$ cat config.mk
export PLATFORM = sky130hd
export DESIGN_NAME = pk_reset_seq
export DESIGN_NICKNAME = d
export VERILOG_FILES = /design/src/rtl/pkseq_pkg.sv /design/src/rtl/pkseq_sync.sv /design/src/rtl/pkseq_ctrl.sv /design/src/rtl/pk_reset_seq.sv
export SDC_FILE = /design/constraint.sdc
export NUM_CORES = 1
export LEC_CHECK = 0
export ABC_AREA = 1
export BUFFER_PORTS_ARGS = -buffer_cell sky130_fd_sc_hd__buf_2
export CAP_MARGIN = 15
export CORE_MARGIN = 2
export CORE_UTILIZATION = 57
export DETAILED_ROUTE_END_ITERATION = 8
export GPL_ROUTABILITY_DRIVEN = 0
export GPL_TIMING_DRIVEN = 0
export PLACE_DENSITY = 0.77
export SYNTH_ARGS = -nofsm -noshare
export SYNTH_HDL_FRONTEND = slang
export SYNTH_SLANG_ARGS = --single-unit
export TNS_END_PERCENT = 1
$ cat constraint.sdc
create_clock -name clk -period 1.9 [get_ports clk]
set_input_delay 0.19 -clock clk [delete_from_list [all_inputs] [get_ports clk]]
set_output_delay 0.19 -clock clk [all_outputs]
set_load 0.01 [all_outputs]
$ cat src/rtl/pkseq_pkg.sv
package pkseq_pkg;

  typedef enum logic [2:0] {
    SQ_IDLE,
    SQ_DELAY,
    SQ_WAIT,
    SQ_GUARD,
    SQ_RST,
    SQ_EXT
  } sq_state_t;

  function automatic int max3(int a, int b, int c);
    int m;
    m = (a > b) ? a : b;
    return (m > c) ? m : c;
  endfunction

endpackage

$ cat src/rtl/pkseq_sync.sv
module pkseq_sync #(
  parameter int WIDTH  = 1,
  parameter int STAGES = 2
) (
  input  logic             clk,
  input  logic             rst,
  input  logic [WIDTH-1:0] d_in,
  output logic [WIDTH-1:0] d_out
);

  logic [WIDTH-1:0] stg [STAGES];

  always_ff @(posedge clk) begin
    if (rst) stg[0] <= '0;
    else     stg[0] <= d_in;
  end

  for (genvar s = 1; s < STAGES; s++) begin : g_stage
    always_ff @(posedge clk) begin
      if (rst) stg[s] <= '0;
      else     stg[s] <= stg[s-1];
    end
  end

  assign d_out = stg[STAGES-1];

endmodule

$ cat src/rtl/pkseq_ctrl.sv
module pkseq_ctrl
  import pkseq_pkg::*;
#(
  parameter int DELAY_CYC = 100,
  parameter int RESET_CYC = 300,
  parameter int EXT_CYC   = 25,
  parameter bit EARLY_EN  = 1'b0
) (
  input  logic clk,
  input  logic rst,
  input  logic trig,
  input  logic hold_req,
  input  logic early_rise,
  output logic det_reset,
  output logic det_hold,
  output logic busy
);

  localparam int CNT_MAX = max3(DELAY_CYC, RESET_CYC, EXT_CYC);
  localparam int CNT_W   = $clog2(CNT_MAX + 1);
  localparam logic [CNT_W-1:0] DLY_LAST = CNT_W'(DELAY_CYC - 1);
  localparam logic [CNT_W-1:0] RST_LAST = CNT_W'(RESET_CYC - 1);
  localparam logic [CNT_W-1:0] EXT_LAST = CNT_W'(EXT_CYC - 1);

  sq_state_t        st_q, st_d;
  logic [CNT_W-1:0] cnt_q, cnt_d;
  logic             defer_q, defer_d;
  logic             early_go;

  assign early_go = EARLY_EN && early_rise;

  always_comb begin
    st_d    = st_q;
    cnt_d   = cnt_q + 1'b1;
    defer_d = defer_q;
    unique case (st_q)
      SQ_IDLE: begin
        cnt_d   = '0;
        defer_d = 1'b0;
        if (trig) st_d = SQ_DELAY;
      end
      SQ_DELAY: begin
        if (hold_req) defer_d = 1'b1;
        if (cnt_q == DLY_LAST) begin
          cnt_d = '0;
          st_d  = (defer_q || hold_req) ? SQ_WAIT : SQ_GUARD;
        end
      end
      SQ_WAIT: begin
        cnt_d = '0;
        if (!hold_req || early_go) st_d = SQ_RST;
      end
      SQ_GUARD: begin
        cnt_d = '0;
        st_d  = SQ_RST;
      end
      SQ_RST: begin
        if (cnt_q == RST_LAST) begin
          cnt_d = '0;
          st_d  = SQ_EXT;
        end
      end
      SQ_EXT: begin
        if (cnt_q == EXT_LAST) begin
          cnt_d = '0;
          st_d  = SQ_IDLE;
        end
      end
      default: st_d = SQ_IDLE;
    endcase
  end

  always_ff @(posedge clk) begin
    if (rst) begin
      st_q      <= SQ_IDLE;
      cnt_q     <= '0;
      defer_q   <= 1'b0;
      det_reset <= 1'b0;
      det_hold  <= 1'b0;
      busy      <= 1'b0;
    end else begin
      st_q      <= st_d;
      cnt_q     <= cnt_d;
      defer_q   <= defer_d;
      det_reset <= (st_d == SQ_RST);
      det_hold  <= (st_d != SQ_IDLE) && (st_d != SQ_DELAY);
      busy      <= (st_d != SQ_IDLE);
    end
  end

endmodule

$ cat src/rtl/pk_reset_seq.sv
module pk_reset_seq #(
  parameter int NUM_CH    = 5,
  parameter int CLK_MHZ   = 50,
  parameter int DELAY_CYC = 2 * CLK_MHZ,
  parameter int RESET_CYC = 6 * CLK_MHZ,
  parameter int EXT_CYC   = CLK_MHZ / 2,
  parameter int SYNC_STG  = 2,
  parameter bit EARLY_EN  = 1'b0
) (
  input  logic              clk,
  input  logic              rst,
  input  logic [NUM_CH-1:0] chan_flag,
  input  logic              conv_hold,
  input  logic              conv_early,
  output logic              det_reset,
  output logic              det_hold,
  output logic              busy
);

  localparam int SW = NUM_CH + 2;

  logic [SW-1:0]     raw_in, syn_out;
  logic [NUM_CH-1:0] flag_s, flag_prev;
  logic              hold_s, early_s, early_prev;
  logic              any_fall, early_rise;

  assign raw_in = {conv_early, conv_hold, chan_flag};

  pkseq_sync #(.WIDTH(SW), .STAGES(SYNC_STG)) u_sync (
    .clk  (clk),
    .rst  (rst),
    .d_in (raw_in),
    .d_out(syn_out)
  );

  assign flag_s  = syn_out[NUM_CH-1:0];
  assign hold_s  = syn_out[NUM_CH];
  assign early_s = syn_out[NUM_CH+1];

  always_ff @(posedge clk) begin
    if (rst) begin
      flag_prev  <= '0;
      early_prev <= 1'b0;
    end else begin
      flag_prev  <= flag_s;
      early_prev <= early_s;
    end
  end

  assign any_fall   = |(flag_prev & ~flag_s);
  assign early_rise = early_s & ~early_prev;

  pkseq_ctrl #(
    .DELAY_CYC(DELAY_CYC),
    .RESET_CYC(RESET_CYC),
    .EXT_CYC  (EXT_CYC),
    .EARLY_EN (EARLY_EN)
  ) u_ctrl (
    .clk       (clk),
    .rst       (rst),
    .trig      (any_fall),
    .hold_req  (hold_s),
    .early_rise(early_rise),
    .det_reset (det_reset),
    .det_hold  (det_hold),
    .busy      (busy)
  );

endmodule

==> impl_metrics.toml <==
[outcome]
outcome = "completed"

[routing]
viasPerCell = 4.56
vias = 1045
drt.antenna.violating_nets = 0
routedWlPerCell_um = 9.25
drc = 0
routed_wl_um = 2120
first_pass_iters = 4
drtIter0Drc = 16

[critical_path]
cp.required_ns = 2.12
critPathMaxStageDelay_ns = 0.40
cp_num_buf_inv = 0
crit_fanout = 9
startpoint_type = "register"
path_cells = "ha_1, nand2_1, nor2_1, nand2_1, nand2_2, nand2_4, nor2_8, nor3_2"
worstPathArrival_ns = 1.70
slowest_stage = "dfxtp_1"
crit_type = "reg -> reg"
critical_path.endpoint_type = "register"
worst_path_dominant_cell_family = "simple AND/OR/NAND/NOR gates"
cpMostUsedCell = "nand2_1"

[clock_network]
cts_tree = "built"
postCtsResizedCells = 0
cts_buffers = 5
clock_latency_ns = 0.34
clock-sinks = 33
postCtsSetupBuffers = 0
clk_pin_slew_worst_paths_ns = 0.10
cts-root-buf = "clkbuf_4"
postCtsHoldBufs = 0
cts_max_path_buffers = 2
htree_levels = 2

[synthesis]
synth_top_area_share_pct = 47.4
synth_edf_count = 0
ys_seq_area_share_pct = 47.4
netlist_area_sq_um = 1390
synth.most_common_cell = "nand2_1"
syn_inst = 184
synth_cell_types = 21
syn_area_per_cell_sq_um = 7.57
synth_area_leaders = "dfxtp_1, nand2_1, inv_1"
synth_nets = 195
yosysTopAreaCell = "dfxtp_1"
yosys_warnings = 0
synth_common_cells = "nand2_1, inv_1, dfxtp_1, nor2_1, nor3_2"
async_reset_ff_share_pct = 0
ys_seq_elements = 33
ys.flop_type = "dfxtp_1"

[timing]
setup_viol = 0
worst_pin_slew_ns = 0.445
rsz0062_at_grt = "no"
post-route-min-period_ns = 1.48
setup_ws_ns = 0.417
fin_setup_tns_ns = 0
slew_viol_final = 0
hold_ws_ns = 0.0500
fmax_ghz = 0.674
fin_crit_sh_pct = 78.1
relSlewSlack_pct = 70.3
hold_violations = 0
fin_skew_ns = 0.0105

[global_route]
gr-usage-all-layers_pct = 18.7
grt_pass1_wl_um = 3730
grt-ovfl-total = 0
grt_pass1_vias = 900
grt_max_degree = 12
antenna_found_initial = 0

[power]
irDropWorstVdd_mv = 0.718
p_per_area_nw_per_um2 = 773
cellLeakagePower_uw = 0.000694

[die]
initial_utilization_pct = 61.8
die_w_um = 53.4
die_y_um = 53.4
dieArea_sq_um = 2850
fp-row-count = 17
coreArea_sq_um = 2250
boundaryPins = 12

[placed_design]
pre_cts_ws_ns = 0.419
dp_hpwl_um = 1560
dpl.cell_count = 221
port_buffers = 9
dpl-instance-area_sq_um = 1470

[layout]
drive_gt1_share_pct = 18.4
multi_input_area_sq_um = 569
regArea_sq_um = 661
area_delta_synth_final_pct = 9.70
layout.cells.non_filler = 229
fillers = 213
n_antenna_cell = 0
fin_area_sq_um = 1530
fin_nets = 211

[min_path]
min_path_type = "in -> reg"

[flow_run]
drv_cap = 0
==> layer usage <==
metal  routed length, um  GRT usage [%]
met2                 918           26.7
met4                  49           11.5
met3                 102           6.78
met5                   0              0
met1                1050           23.7
==> layout make-up <==
| type | instances | share of cell area, % |
|---|---|---|
| Inverter | 40 | 9.83 |
| Sequential cell | 33 | 43.2 |
| Multi-Input combinational cell | 108 | 37.3 |
| Tap cell | 28 | 2.29 |
| Timing Repair Buffer | 9 | 2.95 |
| Buffer | 3 | 0.819 |
| Clock inverter | 3 | 1.15 |
| Clock buffer | 5 | 2.46 |
==> layout by cell type (no fill, tap or decap) <==
cell and instances:
o21ai_0 1, inv_1 36, inv_2 4, nand2_1 39
nand2_4 1, nor3_1 4, nor2_2 1, nor3_2 10
a21oi_1 2, buf_2 10, dfxtp_1 33, xor2_1 4
nand2_2 2, clkbuf_4 5, nor2_1 27, clkinv_2 2
clkbuf_1 2, o21bai_1 1, nor2_8 1, nand3_1 9
ha_1 2, o21ai_1 3, clkinvlp_4 1, xnor2_1 1
==> path summary, 6_finish.rpt <==
kind / cells after the start / from / endpoint / slack, ns
max: 8 / u_ctrl.cnt_q[0]$_SDFF_PP0_ / u_ctrl.cnt_q[7]$_SDFF_PP0_ / 0.42
min: 3 / chan_flag[2] / u_sync.stg[0][2]$_SDFF_PP0_ / 0.05
max reg2reg: 8 / u_ctrl.cnt_q[0]$_SDFF_PP0_ / u_ctrl.cnt_q[7]$_SDFF_PP0_ / 0.42
min reg2reg: 2 / u_sync.stg[0][5]$_SDFF_PP0_ / u_sync.stg[1][5]$_SDFF_PP0_ / 0.40
==> stage by stage <==
stage,total power (uW),util (%)
2_1_floorplan,800,-
3_3_place_gp,820,65.3
3_5_place_dp,823,65.3
4_1_cts,1200,67.8
5_1_grt,1240,67.8
6_report,1180,67.8
==> state kept, by name (all words and copies together), names as in the netlist <==
signal,cells
flag_prev,5
u_ctrl.busy,1
u_ctrl.cnt_q,9
u_ctrl.defer_q,1
u_ctrl.det_hold,1
u_ctrl.det_reset,1
u_ctrl.st_q,3
u_sync.stg,12
==> where the power goes <==
group | switching [uW] | internal, uW
clock network | 237 | 139
logic | 55.2 | 29.5
registers | 7.96 | 713
==> logic make-up (layout without fill, tap and decap cells) <==
| group | count (synthesis) | count (layout) | synth area share, % |
|---|---|---|---|
| buffers and inverters | 43 | 60 | 11.7 |
| AOI/OAI and AO/OA | 7 | 7 | 2.69 |
| DFF | 33 | 33 | 47.4 |
| adders and majority gates | 2 | 2 | 1.80 |
| xor gates and xnor gates | 5 | 5 | 3.14 |
| and+or+nand+nor | 94 | 94 | 33.2 |
==> worst register-to-register path: cells and delay by family, from the launching register on <==
family,cells,cell delay (ns)
adder cells (fa/ha/maj),1,0.27
flip-flops,1,0.40
AND/OR/NAND/NOR,7,0.70
No activity file was read; power rests on OpenSTA's default activity.
